`src/rtl/pxw_pkg.sv`:
```
package pxw_pkg;

    typedef enum logic [1:0] {
        FMT_PAIR   = 2'd0,
        FMT_TRIPLE = 2'd1,
        FMT_RSVD   = 2'd2
    } fmt_kind_e;

    localparam logic [1:0] RSVD_CODE = 2'b10;

endpackage

```
`src/rtl/pxw_mode_decode.sv`:
```
module pxw_mode_decode
    import pxw_pkg::*;
(
    input  logic       triple_mode,
    input  logic [1:0] fmt_sel,
    output fmt_kind_e  kind,
    output logic [1:0] last_phase
);

    always_comb begin
        if (!triple_mode) begin
            kind       = FMT_PAIR;
            last_phase = 2'd1;
        end else if (fmt_sel == RSVD_CODE) begin
            kind       = FMT_RSVD;
            last_phase = 2'd0;
        end else begin
            kind       = FMT_TRIPLE;
            last_phase = 2'd2;
        end
    end

endmodule

```
`src/rtl/pxw_lane_merge.sv`:
```
module pxw_lane_merge #(
    parameter  int CH_W    = 6,
    localparam int BUS_W   = CH_W + 2,
    localparam int PIX_W   = 3 * CH_W,
    localparam int GHI_W   = BUS_W - CH_W,
    localparam int GLO_W   = CH_W - GHI_W,
    localparam int BHI_W   = BUS_W - GLO_W,
    localparam int BFILL_W = CH_W - BHI_W
) (
    input  logic [BUS_W-1:0] bus,
    input  logic [CH_W-1:0]  hold_a,
    input  logic [CH_W-1:0]  hold_b,
    output logic [CH_W-1:0]  pair_red,
    output logic [CH_W-1:0]  pair_grn_hi,
    output logic [PIX_W-1:0] pair_word,
    output logic [CH_W-1:0]  tri_chan,
    output logic [PIX_W-1:0] tri_word
);

    logic [CH_W-1:0] pair_grn;
    logic [CH_W-1:0] pair_blu;

    always_comb begin
        pair_red    = bus[BUS_W-1 -: CH_W];
        pair_grn_hi = {bus[GHI_W-1:0], {GLO_W{1'b0}}};
        pair_grn    = {hold_b[CH_W-1 -: GHI_W], bus[BUS_W-1 -: GLO_W]};
        pair_blu    = {bus[BHI_W-1:0], bus[BHI_W-1 -: BFILL_W]};
        pair_word   = {hold_a, pair_grn, pair_blu};
        tri_chan    = bus[BUS_W-1 -: CH_W];
        tri_word    = {hold_a, hold_b, tri_chan};
    end

endmodule

```
`src/rtl/pxw_assembler.sv`:
```
module pxw_assembler
    import pxw_pkg::*;
#(
    parameter  int CH_W  = 6,
    localparam int BUS_W = CH_W + 2,
    localparam int PIX_W = 3 * CH_W
) (
    input  logic             clk,
    input  logic             rst_n,
    input  logic [BUS_W-1:0] bus_data,
    input  logic             bus_strobe,
    input  logic             triple_mode,
    input  logic [1:0]       fmt_sel,
    input  logic             resync,
    output logic [PIX_W-1:0] pix_word,
    output logic             pix_valid,
    output logic             fmt_error
);

    typedef struct packed {
        logic [1:0]       phase;
        logic [CH_W-1:0]  hold_a;
        logic [CH_W-1:0]  hold_b;
        logic [2:0]       mode;
        logic [PIX_W-1:0] word;
        logic             valid;
        logic             err;
    } state_t;

    state_t st_d, st_q;

    fmt_kind_e        kind;
    logic [1:0]       last_phase;
    logic [CH_W-1:0]  pair_red, pair_grn_hi, tri_chan;
    logic [PIX_W-1:0] pair_word, tri_word;
    logic [2:0]       mode_in;
    logic [1:0]       phase_eff;
    logic             is_last;

    pxw_mode_decode i_decode (
        .triple_mode (triple_mode),
        .fmt_sel     (fmt_sel),
        .kind        (kind),
        .last_phase  (last_phase)
    );

    pxw_lane_merge #(.CH_W(CH_W)) i_merge (
        .bus         (bus_data),
        .hold_a      (st_q.hold_a),
        .hold_b      (st_q.hold_b),
        .pair_red    (pair_red),
        .pair_grn_hi (pair_grn_hi),
        .pair_word   (pair_word),
        .tri_chan    (tri_chan),
        .tri_word    (tri_word)
    );

    always_comb begin
        mode_in   = {triple_mode, fmt_sel};
        phase_eff = (mode_in != st_q.mode) ? 2'd0 : st_q.phase;
        is_last   = (phase_eff == last_phase);

        st_d       = st_q;
        st_d.valid = 1'b0;
        st_d.mode  = mode_in;
        st_d.err   = (kind == FMT_RSVD);
        st_d.phase = phase_eff;

        if (resync) begin
            st_d.phase = 2'd0;
        end else if (bus_strobe && kind != FMT_RSVD) begin
            if (kind == FMT_PAIR) begin
                if (is_last) begin
                    st_d.word = pair_word;
                end else begin
                    st_d.hold_a = pair_red;
                    st_d.hold_b = pair_grn_hi;
                end
            end else begin
                if (is_last) begin
                    st_d.word = tri_word;
                end else if (phase_eff == 2'd0) begin
                    st_d.hold_a = tri_chan;
                end else begin
                    st_d.hold_b = tri_chan;
                end
            end
            st_d.valid = is_last;
            st_d.phase = is_last ? 2'd0 : phase_eff + 2'd1;
        end
    end

    always_ff @(posedge clk or negedge rst_n) begin
        if (!rst_n) begin
            st_q <= '0;
        end else begin
            st_q <= st_d;
        end
    end

    assign pix_word  = st_q.word;
    assign pix_valid = st_q.valid;
    assign fmt_error = st_q.err;

endmodule

```
`config.mk`:
```
export PLATFORM = sky130hd
export DESIGN_NAME = pxw_assembler
export DESIGN_NICKNAME = d
export VERILOG_FILES = /design/src/rtl/pxw_pkg.sv /design/src/rtl/pxw_mode_decode.sv /design/src/rtl/pxw_lane_merge.sv /design/src/rtl/pxw_assembler.sv
export SDC_FILE = /design/constraint.sdc
export NUM_CORES = 1
export LEC_CHECK = 0
export BUFFER_PORTS_ARGS = -buffer_cell sky130_fd_sc_hd__buf_2
export CAP_MARGIN = 5
export CORE_AREA = 2 2 62 58
export DETAILED_ROUTE_END_ITERATION = 7
export DIE_AREA = 0 0 64 60
export PLACE_DENSITY = 0.94
export SETUP_SLACK_MARGIN = 0.1
export SYNTH_ARGS = -nofsm -noshare
export SYNTH_HDL_FRONTEND = slang
export SYNTH_SLANG_ARGS = --single-unit
```
`constraint.sdc`:
```
create_clock -name clk -period 4.6 [get_ports clk]
set_input_delay 0.92 -clock clk [delete_from_list [all_inputs] [get_ports clk]]
set_output_delay 0.92 -clock clk [all_outputs]
set_load 0.01 [all_outputs]
```
======== Word-level counts from Yosys, hierarchy flattened ========
Index checks and enable logic that the tools add are counted.
storage, ports and cells
  ROM bits ................................ 0
  bits of input ports ..................... 15
  output and inout bits ................... 20
  latch bits .............................. 0
  memories ................................ 0
  bits in registers ....................... 37
  memory bits (writable) .................. 0
operators by class
  muxes and demuxes ....................... 18
  shift-type cells ........................ 0
  reduce and logical (&&, ||, !) cells .... 7
  $add $sub $neg .......................... 1
  eq/ne operators ......................... 6
  $lt $le $gt $ge ......................... 0
  div/mod/pow operators ................... 0
  multiply operators ...................... 0
  bitwise gates (word level) .............. 2
operators by type and width
  cell                                                            count
  18-bit two-way mux                                              3
  12-bit two-way mux                                              3
  14-bit two-way mux                                              1
  2-bit two-way mux                                               7
  6-bit two-way mux                                               2
  4-bit AND reduction                                             2
  2-bit == test (second input constant)                           2
  2-bit zero test                                                 2
  2-bit inequality test (second input constant)                   2
  3-bit inequality test                                           1
  3-bit AND reduction                                             1
  2-bit by 1-bit adder with 2-bit output (second input constant)  1
  2-bit == test                                                   1
  1-bit two-way mux                                               2
  1-bit NOT                                                       2
  2-bit nonzero test                                              1
  1-bit logical AND                                               1

======== Longest topological paths before layout ========
  word-level depth ........................ 8
  gate-level depth with buffers ........... 9
  depth with buffers taken out ............ 8

======== Hierarchy ========
Synthesis repeated with hierarchy kept, for this count alone.
unflattened totals
  cells, all modules ...................... 240
  area, all modules ....................... 2321.0 um2
modules (own cells, without submodules)
  module           sequential area each (um2)  area each (um2)  times used  cells an instance
  pxw_assembler    925.9                       1885.6           1           180
  pxw_lane_merge   0.0                         409.1            1           55
  pxw_mode_decode  0.0                         26.3             1           5

======== Worst setup path before layout ========
No wires, ideal clock.
  kind .................................... input to register
  start ................................... in triple_mode
  end ..................................... reg st_q[27] (netlist bit)
  data arrival time ....................... 2.443 ns
  buffers on the path ..................... 1
  setup slack ............................. 2.036 ns
  library setup time ...................... 0.121 ns
  cell stages on the path ................. 7
  path through ............................ xor2_1 nor3_2 buf_4 nand2_1 ha_1 a221o_1 a22o_1
on the way
  longest elaborated chain between the ends .. 5
  elaborated cells between the ends (all ways) .. 13
  classes of those cells .................. eq/ne: 4; mux: 4; bitwise: 1; reduce/logical: 4
ends and longest elaborated chain
  element                                                              line                                      text
  start: declaration                                                   pxw_assembler.sv:12                       input logic triple_mode,
  3-bit inequality test                                                pxw_assembler.sv:60                       phase_eff = (mode_in != st_q.mode) ? 2'd0 : st_q.phase;
  2-bit two-way mux                                                    pxw_assembler.sv:60
  2-bit zero test or 2-bit == test (tied branches)                     pxw_assembler.sv:82, pxw_assembler.sv:61
  2-bit inequality test (no source line) or 1-bit NOT (tied branches)  --
  4-bit AND reduction (no source line)                                 --
  end signal: assignment                                               pxw_assembler.sv:97                       st_q <= st_d;
  end: declaration                                                     pxw_assembler.sv:30                       state_t st_d, st_q;
Parallel ways exist; a longest one is shown, timed or not.
A chain may end at the register's enable or synchronous reset.

======== Worst setup path in the final report ========
  start ................................... in triple_mode
  end ..................................... reg st_q[32] (netlist bit)
on the way
  longest elaborated chain between the ends .. 5
  elaborated cells between the ends (all ways) .. 13
  classes of those cells .................. eq/ne: 3; mux: 4; bitwise: 1; reduce/logical: 5
ends and longest elaborated chain
  element                                                           line
  3-bit inequality test                                             pxw_assembler.sv:60
  2-bit two-way mux                                                 pxw_assembler.sv:60
  2-bit zero test or 2-bit == test (tied branches)                  pxw_assembler.sv:82, pxw_assembler.sv:61
  2-bit nonzero test (no source line) or 1-bit NOT (tied branches)  --
  4-bit AND reduction (no source line)                              --
Parallel ways exist; a longest one is shown, timed or not.

==> flow_summary.ini <==
[placed_design]
gp_congestion = 0.9080
port-buffer-count = 34
dpl.hpwl_um = 2181

[layout]
antenna_cells = 0
n_fill_cell = 251
final_layout_size_suffix_gt1_share_pct = 47.44
nets = 171
multiInputGateArea_um2 = 704.4
regArea_um2 = 925.9
synthToLayoutAreaGrowth_pct = 7.336
utilization_pct = 60.12

[power]
p_leak_uw = 0.001003
clkPwrFrac_pct = 28.8
switching_share_pct = 24.93
switchingPower_uw = 163.6
power_density_nw_per_um2 = 338.3
seq_power_share_pct = 56.4
comb_power_share_pct = 14.7
internal_power_uw = 492.9
peakVddDrop_uv = 133.5

[job]
drv_cap = 0

[grt]
grt_pass1_vias = 1029
antenna_found_initial = 0
grt_util_all_layers_pct = 17.68
grt_pass1_wl_um = 4933
grt_overflow = 0
grt_start_max_net_pins = 38

[timing]
setup-violations-final = 0
fin_crit_sh_pct = 64.52
holdWs_ns = 0.5054
slew_headroom_pct = 46.52
hold_violations = 0
clock.fmax_mhz = 336.9
slew_violations = 0
setup_tns_ns = 0
tightest_slew_ns = 0.8022
rsz0062_at_grt = no
fin_skew_ns = 0.006650
period_needed_ns = 2.968

[drt]
vias = 1038
ant_nets = 0
wl_per_cell_um = 14.87
drc = 0
finalWirelength_um = 2973
viasPerCell = 5.190
first_iter_violations = 53
drtPass1Iterations = 4

[setup_path]
r2r-end = st_q[32]
reg2reg_depth = 7
r2r_setup_slack_ns = 2.13
crit_chain = buf_2, xor2_1, nor3_2, nand2_1, ha_1, nor2b_1, a211oi_4, mux2_2
cp.depth = 8
critical_path.n_buffers_inverters = 1
crit_required_ns = 4.83
crit_start = triple_mode
worst_setup_path_start_kind = input port
crit_type = input port to flip-flop
critPathSlowestCell = nor3_2
cp.arrival_ns = 3.20
cp_max_fo = 23
cp-end-kind = flip-flop
cp_top_family = simple AND/OR/NAND/NOR gates
r2r-start = st_q[22]
worstSetupEndpoint = st_q[32]
slowest_delay_ns = 0.69

[synthesis]
avgSynthCellArea_um2 = 13.29
yosysSeqAreaShare_pct = 51.21
synth_top_family_by_area = multiplexers
synth-simple-area-share_pct = 6.298
syn_inst = 136
synth_warnings = 0
synth-main-ff-cell = dfrtp_1
syn_area_um2 = 1808
synth_xor_xnor_area_share_pct = 1.453
synth_area_leaders = dfrtp_1 51%, mux2_2 12%, buf_4 7.9%, mux2_4 7.5%, a32o_1 2.2%
synth-compound-area-share_pct = 9.965
ys_ff_latch = 37
synth_top_area_share_pct = 51.21
syn_nets = 152
synth_edf_count = 0
yosys.cell_types.count = 29
async_reset_ff_share_pct = 100.0
synthMuxAreaShare_pct = 20.55
yosysTopAreaCell = dfrtp_1
synth_fa_ha_area_share_pct = 0.6920

[clock_tree]
cts_buffers = 5
cts-root-buf = clkbuf_4
cts_max_level = 2
postCtsSetupBuffers = 0
hold_buffers = 0
clk_latency_ns = 0.33
clock_sinks = 37
clk_path_buf_depth = 2
clkSlewWorstSetupHoldPaths_ns = 0.10
cts-resized-gates = 0
cts_tree = yes

[min_path]
hp-start = pix_word[8]
hp-class = flip-flop to flip-flop

[floorplan]
die-area_um2 = 3840
core_area_um2 = 3228
io_pins = 35
rows = 20
die_w_um = 64
start_util_pct = 56.01
die_h_um = 60

[run_status]
status = finished clean
## worst register-to-register path: stages, from the launching register on
cell,delay (ns)
dfrtp_1,0.40
xor2_1,0.18
nor3_2,0.69
nand2_1,0.13
ha_1,0.26
nor2b_1,0.27
a211oi_4,0.10
mux2_2,0.33
## flip-flops by register name, summed over array words and instances, names as in the netlist
| name | count |
|---|---|
| fmt_error | 1 |
| pix_valid | 1 |
| pix_word | 18 |
| st_q | 17 |
## layer usage
layer	wire [um]	global-route usage (%)	vias up
met3	100	4.520	5
li1	-	-	500
met1	1348	22.26	507
met5	0	0	-
met2	1454	27.83	26
met4	70	10.56	0
## placed cells by master, fill, tap and decap left out
| master | n |
|---|---|
| ha_1 | 1 |
| a211oi_1 | 1 |
| nand2b_1 | 1 |
| clkbuf_8 | 2 |
| buf_2 | 34 |
| nand3_4 | 1 |
| nand2_1 | 8 |
| nor3_2 | 1 |
| inv_1 | 4 |
| dfrtp_1 | 37 |
| nor2b_1 | 2 |
| mux2_1 | 2 |
| mux2_4 | 9 |
| a21o_1 | 2 |
| xor2_1 | 3 |
| clkinv_2 | 1 |
| nand3b_1 | 2 |
| clkbuf_4 | 5 |
| o21ai_0 | 4 |
| a21oi_1 | 3 |
| a22o_1 | 2 |
| a32o_1 | 4 |
| nand3_1 | 3 |
| o21bai_1 | 1 |
| nor3b_1 | 1 |
| o32ai_4 | 1 |
| a211oi_4 | 1 |
| a221o_1 | 1 |
| mux2_2 | 19 |
## synth_stat cells, drive strengths merged (2+ instances only)
library cell / n
dfrtp: 37
mux2: 30
buf: 21
nand2: 8
a32o: 4
inv: 4
nand3: 4
o21ai: 4
a21oi: 3
xor2: 3
a211oi: 2
a21o: 2
a22o: 2
nand3b: 2
nor2b: 2
## how the worst min path moves through the flow
stage / to / slack [ns] / cells after the start
6_report: pix_word[8] / 0.51 / 1
3_5_place_dp: st_q[23] / 0.49 / 1
3_3_place_gp: st_q[26] / 0.47 / 1
4_1_cts: st_q[23] / 0.51 / 1
5_1_grt: st_q[23] / 0.52 / 1
2_1_floorplan: st_q[23] / 0.46 / 1
## power by group through the flow
stage	clock network (uW)	logic [uW]	registers (uW)
global placement	0	94.2	376
floorplan	0	81.2	373
global route	217	106	375
finish	189	96.8	371
CTS	198	97.8	371
detailed placement	0	97.4	378
## through the flow
stage          cell area (um^2)  worst slack [ns]  total power [uW]  instances
2_1_floorplan              1808             2.036             454.0        136
3_3_place_gp               1871             1.420             470.0        192
3_5_place_dp               1871             1.295             475.0        192
4_1_cts                    1941             1.661             666.3        200
5_1_grt                    1941             1.508             697.3        200
6_report                   1941             1.632             656.5        200
## layout make-up
type | count | share of cell area [%]
flip-flops and latches | 37 | 47.71
multi-input cells | 73 | 36.30
repair buffers | 34 | 8.769
clock buffers | 7 | 3.353
well taps | 44 | 2.837
inverters | 4 | 0.7737
clock inverters | 1 | 0.2579
## logic make-up (layout without fill, tap and decap cells)
kind of cell | Yosys count | after routing
AND/OR/NAND/NOR | 19 | 19
multiplexers | 30 | 30
XOR/XNOR | 3 | 3
flip-flops | 37 | 37
AO/OA/AOI/OAI | 20 | 20
buffers and inverters | 26 | 46
adder cells (fa/ha/maj) | 1 | 1
Power figures use the tool's default switching activity.
